==> src/rtl/csel_add_pkg.sv <==
package csel_add_pkg;

  // Width of the segment at position idx when widths alternate wa, wb, ...
  // The last segment is clipped to whatever remains of total.
  function automatic int seg_lo(input int idx, input int total, input int wa, input int wb);
    int lo;
    lo = 0;
    for (int i = 0; i < total; i++) begin
      if (i < idx) lo += ((i % 2) == 0) ? wa : wb;
    end
    return lo;
  endfunction

  function automatic int seg_w(input int idx, input int total, input int wa, input int wb);
    int w;
    int lo;
    w  = ((idx % 2) == 0) ? wa : wb;
    lo = seg_lo(idx, total, wa, wb);
    if (lo + w > total) w = total - lo;
    return w;
  endfunction

  function automatic int seg_count(input int total, input int wa, input int wb);
    int n;
    int pos;
    n   = 0;
    pos = 0;
    for (int i = 0; i < total; i++) begin
      if (pos < total) begin
        pos += ((i % 2) == 0) ? wa : wb;
        n++;
      end
    end
    return n;
  endfunction

endpackage

==> src/rtl/csel_operand_sel.sv <==
module csel_operand_sel #(
  parameter int WIDTH = 34,
  parameter int LOW_W = 22,
  parameter int EXT_W = 2,
  localparam int SRC_W = WIDTH - EXT_W,
  localparam int UP_W  = SRC_W - LOW_W
) (
  input  logic             sel,
  input  logic             keep_upper,
  input  logic [SRC_W-1:0] src0,
  input  logic [SRC_W-1:0] src1,
  input  logic             ext,
  output logic [WIDTH-1:0] op
);

  logic [SRC_W-1:0] picked;
  logic [UP_W-1:0]  upper;

  always_comb begin
    picked = sel ? src1 : src0;
    upper  = picked[SRC_W-1:LOW_W] & {UP_W{keep_upper}};
    op     = {{EXT_W{ext}}, upper, picked[LOW_W-1:0]};
  end

  always_comb begin

    upper_mask_chk: assert (keep_upper || (op[SRC_W-1:LOW_W] == '0));

    ext_fill_chk: assert ($countones(op[WIDTH-1:SRC_W]) == (ext ? EXT_W : 0));
  end

endmodule

==> src/rtl/csel_segment.sv <==
module csel_segment #(
  parameter int W = 4
) (
  input  logic [W-1:0] a,
  input  logic [W-1:0] b,
  input  logic         cin,
  output logic [W-1:0] s,
  output logic         cout
);

  logic [W:0] sum_c0;
  logic [W:0] sum_c1;

  always_comb begin
    sum_c0 = {1'b0, a} + {1'b0, b};
    sum_c1 = {1'b0, a} + {1'b0, b} + {{W{1'b0}}, 1'b1};
    {cout, s} = cin ? sum_c1 : sum_c0;
  end

  always_comb begin

    seg_sum_chk: assert ({cout, s} == ({1'b0, a} + {1'b0, b} + {{W{1'b0}}, cin}));
  end

endmodule

==> src/rtl/csel_adder.sv <==
module csel_adder
  import csel_add_pkg::*;
#(
  parameter int WIDTH = 34,
  parameter int SEG_A = 5,
  parameter int SEG_B = 4,
  localparam int NSEG = seg_count(WIDTH, SEG_A, SEG_B)
) (
  input  logic [WIDTH-1:0] a,
  input  logic [WIDTH-1:0] b,
  input  logic             cin,
  output logic [WIDTH-1:0] s,
  output logic             cout
);

  logic [NSEG:0] carry;

  assign carry[0] = cin;

  for (genvar g = 0; g < NSEG; g++) begin : g_seg
    localparam int LO = seg_lo(g, WIDTH, SEG_A, SEG_B);
    localparam int SW = seg_w(g, WIDTH, SEG_A, SEG_B);
    csel_segment #(.W(SW)) u_seg (
      .a    (a[LO+SW-1:LO]),
      .b    (b[LO+SW-1:LO]),
      .cin  (carry[g]),
      .s    (s[LO+SW-1:LO]),
      .cout (carry[g+1])
    );
  end

  assign cout = carry[NSEG];

endmodule

==> src/rtl/csel_out_stage.sv <==
module csel_out_stage #(
  parameter int WIDTH   = 34,
  parameter bit OUT_REG = 1'b1
) (
  input  logic             clk,
  input  logic             rst,
  input  logic [WIDTH-1:0] d_sum,
  input  logic             d_cout,
  output logic [WIDTH-1:0] q_sum,
  output logic             q_cout
);

  if (OUT_REG) begin : g_reg
    always_ff @(posedge clk) begin
      if (rst) begin
        q_sum  <= '0;
        q_cout <= 1'b0;
      end else begin
        q_sum  <= d_sum;
        q_cout <= d_cout;
      end
    end
  end else begin : g_pass
    assign q_sum  = d_sum;
    assign q_cout = d_cout;
  end

endmodule

==> src/rtl/csel_operand_adder.sv <==
module csel_operand_adder #(
  parameter int WIDTH   = 34,
  parameter int LOW_W   = 22,
  parameter int EXT_W   = 2,
  parameter int SEG_A   = 5,
  parameter int SEG_B   = 4,
  parameter bit OUT_REG = 1'b1,
  localparam int SRC_W  = WIDTH - EXT_W
) (
  input  logic             clk,
  input  logic             rst,
  input  logic             sel,
  input  logic             upper_keep_n0,
  input  logic             upper_keep_n1,
  input  logic [SRC_W-1:0] a_src0,
  input  logic [SRC_W-1:0] a_src1,
  input  logic [SRC_W-1:0] b_src0,
  input  logic [SRC_W-1:0] b_src1,
  input  logic             ext_a,
  input  logic             ext_b,
  input  logic             cin,
  output logic [WIDTH-1:0] sum,
  output logic             cout
);

  logic             keep_upper;
  logic [WIDTH-1:0] op_a;
  logic [WIDTH-1:0] op_b;
  logic [WIDTH-1:0] add_s;
  logic             add_c;

  assign keep_upper = ~upper_keep_n0 | ~upper_keep_n1;

  csel_operand_sel #(.WIDTH(WIDTH), .LOW_W(LOW_W), .EXT_W(EXT_W)) u_sel_a (
    .sel        (sel),
    .keep_upper (keep_upper),
    .src0       (a_src0),
    .src1       (a_src1),
    .ext        (ext_a),
    .op         (op_a)
  );

  csel_operand_sel #(.WIDTH(WIDTH), .LOW_W(LOW_W), .EXT_W(EXT_W)) u_sel_b (
    .sel        (sel),
    .keep_upper (keep_upper),
    .src0       (b_src0),
    .src1       (b_src1),
    .ext        (ext_b),
    .op         (op_b)
  );

  csel_adder #(.WIDTH(WIDTH), .SEG_A(SEG_A), .SEG_B(SEG_B)) u_add (
    .a    (op_a),
    .b    (op_b),
    .cin  (cin),
    .s    (add_s),
    .cout (add_c)
  );

  csel_out_stage #(.WIDTH(WIDTH), .OUT_REG(OUT_REG)) u_out (
    .clk    (clk),
    .rst    (rst),
    .d_sum  (add_s),
    .d_cout (add_c),
    .q_sum  (sum),
    .q_cout (cout)
  );

  if (OUT_REG) begin : g_reg_chk
    logic [WIDTH:0] ref_sum;
    assign ref_sum = {1'b0, op_a} + {1'b0, op_b} + {{WIDTH{1'b0}}, cin};


    sum_latency_chk: assert property (@(posedge clk) disable iff (rst)
      1'b1 |=> ({cout, sum} == $past(ref_sum)));


    reset_clear_chk: assert property (@(posedge clk)
      rst |=> ((sum == '0) && !cout));
  end

endmodule

==> config.mk <==
export PLATFORM = sky130hd
export DESIGN_NAME = csel_operand_adder
export DESIGN_NICKNAME = d
export VERILOG_FILES = /design/src/rtl/csel_add_pkg.sv /design/src/rtl/csel_operand_sel.sv /design/src/rtl/csel_segment.sv /design/src/rtl/csel_adder.sv /design/src/rtl/csel_out_stage.sv /design/src/rtl/csel_operand_adder.sv
export SDC_FILE = /design/constraint.sdc
export NUM_CORES = 1
export LEC_CHECK = 0
export ABC_AREA = 1
export BUFFER_PORTS_ARGS = -buffer_cell sky130_fd_sc_hd__buf_2
export CAP_MARGIN = 20
export CORE_MARGIN = 4
export CORE_UTILIZATION = 40
export CTS_CLUSTER_DIAMETER = 60
export DETAILED_ROUTE_END_ITERATION = 16
export GPL_TIMING_DRIVEN = 0
export PLACE_DENSITY = 0.73
export RECOVER_POWER = 100
export SLEW_MARGIN = 40
export SYNTH_ARGS = -nofsm -noshare
export SYNTH_HDL_FRONTEND = slang
export SYNTH_SLANG_ARGS = --single-unit
export TNS_END_PERCENT = 1
==> constraint.sdc <==
create_clock -name clk -period 3.6 [get_ports clk]
set_clock_uncertainty 0.05 [all_clocks]
set_input_delay 0.9 -clock clk [delete_from_list [all_inputs] [get_ports clk]]
set_output_delay 0.9 -clock clk [all_outputs]
set_load 0.01 [all_outputs]
==> impl_results.md <==
- Post-route ant nets: 0
- Post-synthesis cell type count: 36
- Tcrit/Tclk final: 103%
- Fin util: 59.1%
- Leakage: 2.87 nW
- Peak VDD IR: 0.203 mV
- Met2 wire length: between 5000 and 6000 µm
- Sequential-to-total area share from yosys stat: a little under a fifth
- Initial antenna violation count: 0
- First-pass DRT Iterations: 4
- Sw frac: ~42%
- Setup crit start: sel
- Setup CP Type: input port to register
- Placed Area: 0.00475 mm²
- Synthesized cell area: 0.00373 mm²
- Syn nets: 794
- CP Cell Sequence: clkbuf_16, inv_12, clkbuf_16, nand2_4, nand2_4, ha_4, fa_2, nand2_2, nor2_4, nand3_4, o21bai_4, nand2_2, nand2_4, nand2_4, nand2_4, nand3b_1, nand3b_4, nand3_4, nand2_4, nand2_2, nand3_2, nand2_1, nor2_1
- Initial core utilization: roughly two fifths
- Crit path to: u_out.q_sum[32]
- Syn_area_per_cell: around 6.1 µm²
- Fin nets: 984
- CP max stage delay: 0.57 ns
- Fill count: around 890
- Setup crit start kind: input port
- Post-Route WL: 11400 µm
- CTS Buf Count: 5
- Avg WL per Cell: 12.5 µm
- Max-slew violations: 0
- CTS tree: yes
- Iter 0 DRT Violations: between 150 and 200
- Vias: 4488
- Setup Viol. Count Final: 9
- Clk slew on worst S/H paths: 0.08 ns
- Setup TNS: -0.529 ns
- CP Capture Type: register
- Non-Filler Instances: 909
- Max cap viols: 0
- P_sw: 0.895 mW
- CP required: 3.78 ns
- Maximum clock path buffer count: 2
- Relative slew slack: between 60% and 70%
- Pwr per Cell Area: 401 mW/mm²
- Min-Delay Path Class: input port to register
- Die ar.: 0.0109 mm²
- Tightest Pin Transition: approximately 0.54 ns
- CP arrival: 3.89 ns
- FMAX: 270 MHz
- Synth Instances: 610
- GRT overflow: 0
- Post-Place Cells: a little under 900
- # clock sinks: 35
- GRT Util Overall: 19.0%
- Core area: 0.00889 mm²
- # DRC: 0
- Synth-to-layout area growth: 40.7%
- Sequential power share: 23.9%
- Crit path max-delay cell type: fa_2
- Die W: 105 µm
- Io pins: 171
- Routability Congestion: 0.856
- Number of global-route vias before repair: between 4000 and 5000
- Violated checks: setup timing
- Comb power frac: 55.5%
- Vias per std cell: 4.94
- Number of buffers added on ports: 169
- RSZ-0062 raised after global routing: true
- Yosys warnings: 0
- Seq cells post-synth: 35
- Pint: about 1.2 mW
- Die height: 105 µm
- Largest net degree at the start of global routing: 13
- Fin. Hold Viols: 0
- First-pass GRT wire length: between 15000 and 20000 µm
- DRT met1 WL: 4650 µm
- Crit-path most repeated cell: nand2_4
- Status: complete, but fails checks
- CTS Root Cell: clkbuf_8
- Met3 wire length: 765 µm
- H-tree depth: 2
- Layout cell share with drive strength beyond 1: 28.7%
- Post-Layout Inst Area: between 0.005 and 0.006 mm²
- Final min period: about 3.7 ns
- Clk network pwr share: between 20% and 30%
- Hold path start: cin
- HPWL after DPL: a little under 9000 µm
- # rows: 34
- Highest metal used: met4
- Final worst setup slack: -0.110 ns
- Crit-path max FO: 7
- N_diodes: 0
stage by stage:
stage / setup WS (ns) / hold slack [ns] / total power [mW]
2_1_floorplan: -0.0591 / 0.919 / 1.21
3_3_place_gp: -0.449 / 1.09 / 1.49
3_5_place_dp: -0.557 / 1.09 / 1.51
4_1_cts: -0.0127 / 0.780 / 2.05
5_1_grt: -0.276 / 0.814 / 2.28
6_report: -0.110 / 0.804 / 2.11
flip-flops by register name, indices dropped and copies added (netlist names):
register	cells
u_out.q_sum	34
u_out.q_cout	1
synthesized netlist by cell type (all sizes together):
library cell,count,area [µm²]
fa,7,140
dfxtp,35,701
nand3b,4,33.8
buf,2,8.75
nor3,8,40.0
nand3,39,210
a31oi,2,12.5
xnor2,7,61.3
o21ai,49,245
nand4,2,12.5
o21bai,2,18.8
a211oi,1,7.51
or3,1,6.26
a21oi,35,175
and2,2,12.5
clkbuf,15,56.3
xor2,9,78.8
nor4,1,6.26
or2,5,31.3
a21boi,1,7.51
inv,64,240
a221oi,1,8.76
nor2,69,267
a21o,2,15.0
nand2,204,808
ha,41,513
nor3b,1,7.51
o211ai,1,7.51
power by group through the flow:
| stage | Clock (mW) | Sequential [mW] | Combinational, mW |
|---|---|---|---|
| after detailed placement | 0 | 0.507 | 1.01 |
| after global routing | 0.456 | 0.512 | 1.32 |
| final | 0.434 | 0.504 | 1.17 |
| after floorplan | 0 | 0.558 | 0.652 |
| after CTS | 0.442 | 0.501 | 1.11 |
| after global placement | 0 | 0.511 | 0.977 |
how the worst min path moves through the flow:
stage,to,depth (start not counted)
final,u_out.q_sum[1],2
after global routing,u_out.q_sum[1],2
after CTS,u_out.q_sum[1],2
after detailed placement,u_out.q_sum[1],2
after global placement,u_out.q_sum[1],2
after floorplan,u_out.q_sum[26],1
worst max-delay path, delay by kind of cell:
| family | cells | cell delay [ns] |
|---|---|---|
| and+or+nand+nor | 17 | 1.68 |
| adders and majority gates | 2 | 0.73 |
| buffers and inverters | 3 | 0.35 |
| AOI/OAI and AO/OA | 1 | 0.21 |
repair_timing:
item,4_1_cts,5_1_grt
hold buffers,0,0
buffers inserted,4,9
gates resized for setup,35,48
gates cloned,1,0
endpoints found under the setup margin,15,19
pin swaps,11,25
metal layers:
metal,vias to the layer above,GRT usage [%]
li1,2342,-
met1,2000,23.1
met2,127,34.2
met3,19,4.50
met4,0,3.66
met5,-,0
placed cells by master (no fill, tap or decap), drive strengths merged:
cell type	count
clkbuf	51
clkinvlp	1
nand4	2
xor2	9
a21boi	1
o21ai	49
nor3b	1
a21oi	35
or2	5
o211ai	1
nand3b	4
a211oi	1
fa	7
nand3	39
o21bai	2
and2	2
inv	65
nor4	1
nor2	69
nand2	204
buf	153
a221oi	1
or3	1
ha	41
a21o	2
bufinv	2
xnor2	7
dfxtp	35
nor3	8
a31oi	2
cell type report:
class / instances / area, µm² / share of cell area, %
Timing Repair Buffer: 182 / 897 / 17.1
Timing Repair inverter: 1 / 8.76 / 0.167
Sequential cell: 35 / 701 / 13.3
Clock buffer: 5 / 68.8 / 1.31
Multi-Input combinational cell: 494 / 2990 / 57.0
Clock inverter: 3 / 67.6 / 1.29
Buffer: 17 / 130 / 2.48
Inverter: 64 / 253 / 4.81
Tap cell: 108 / 135 / 2.57
cell families after synthesis:
group	synth area share [%]
simple gates	38.5
compound gates	13.3
buf+inv	8.18
fa+ha+maj	17.5
flops	18.8
xor+xnor	3.75
(Power assumes the default switching activity.)
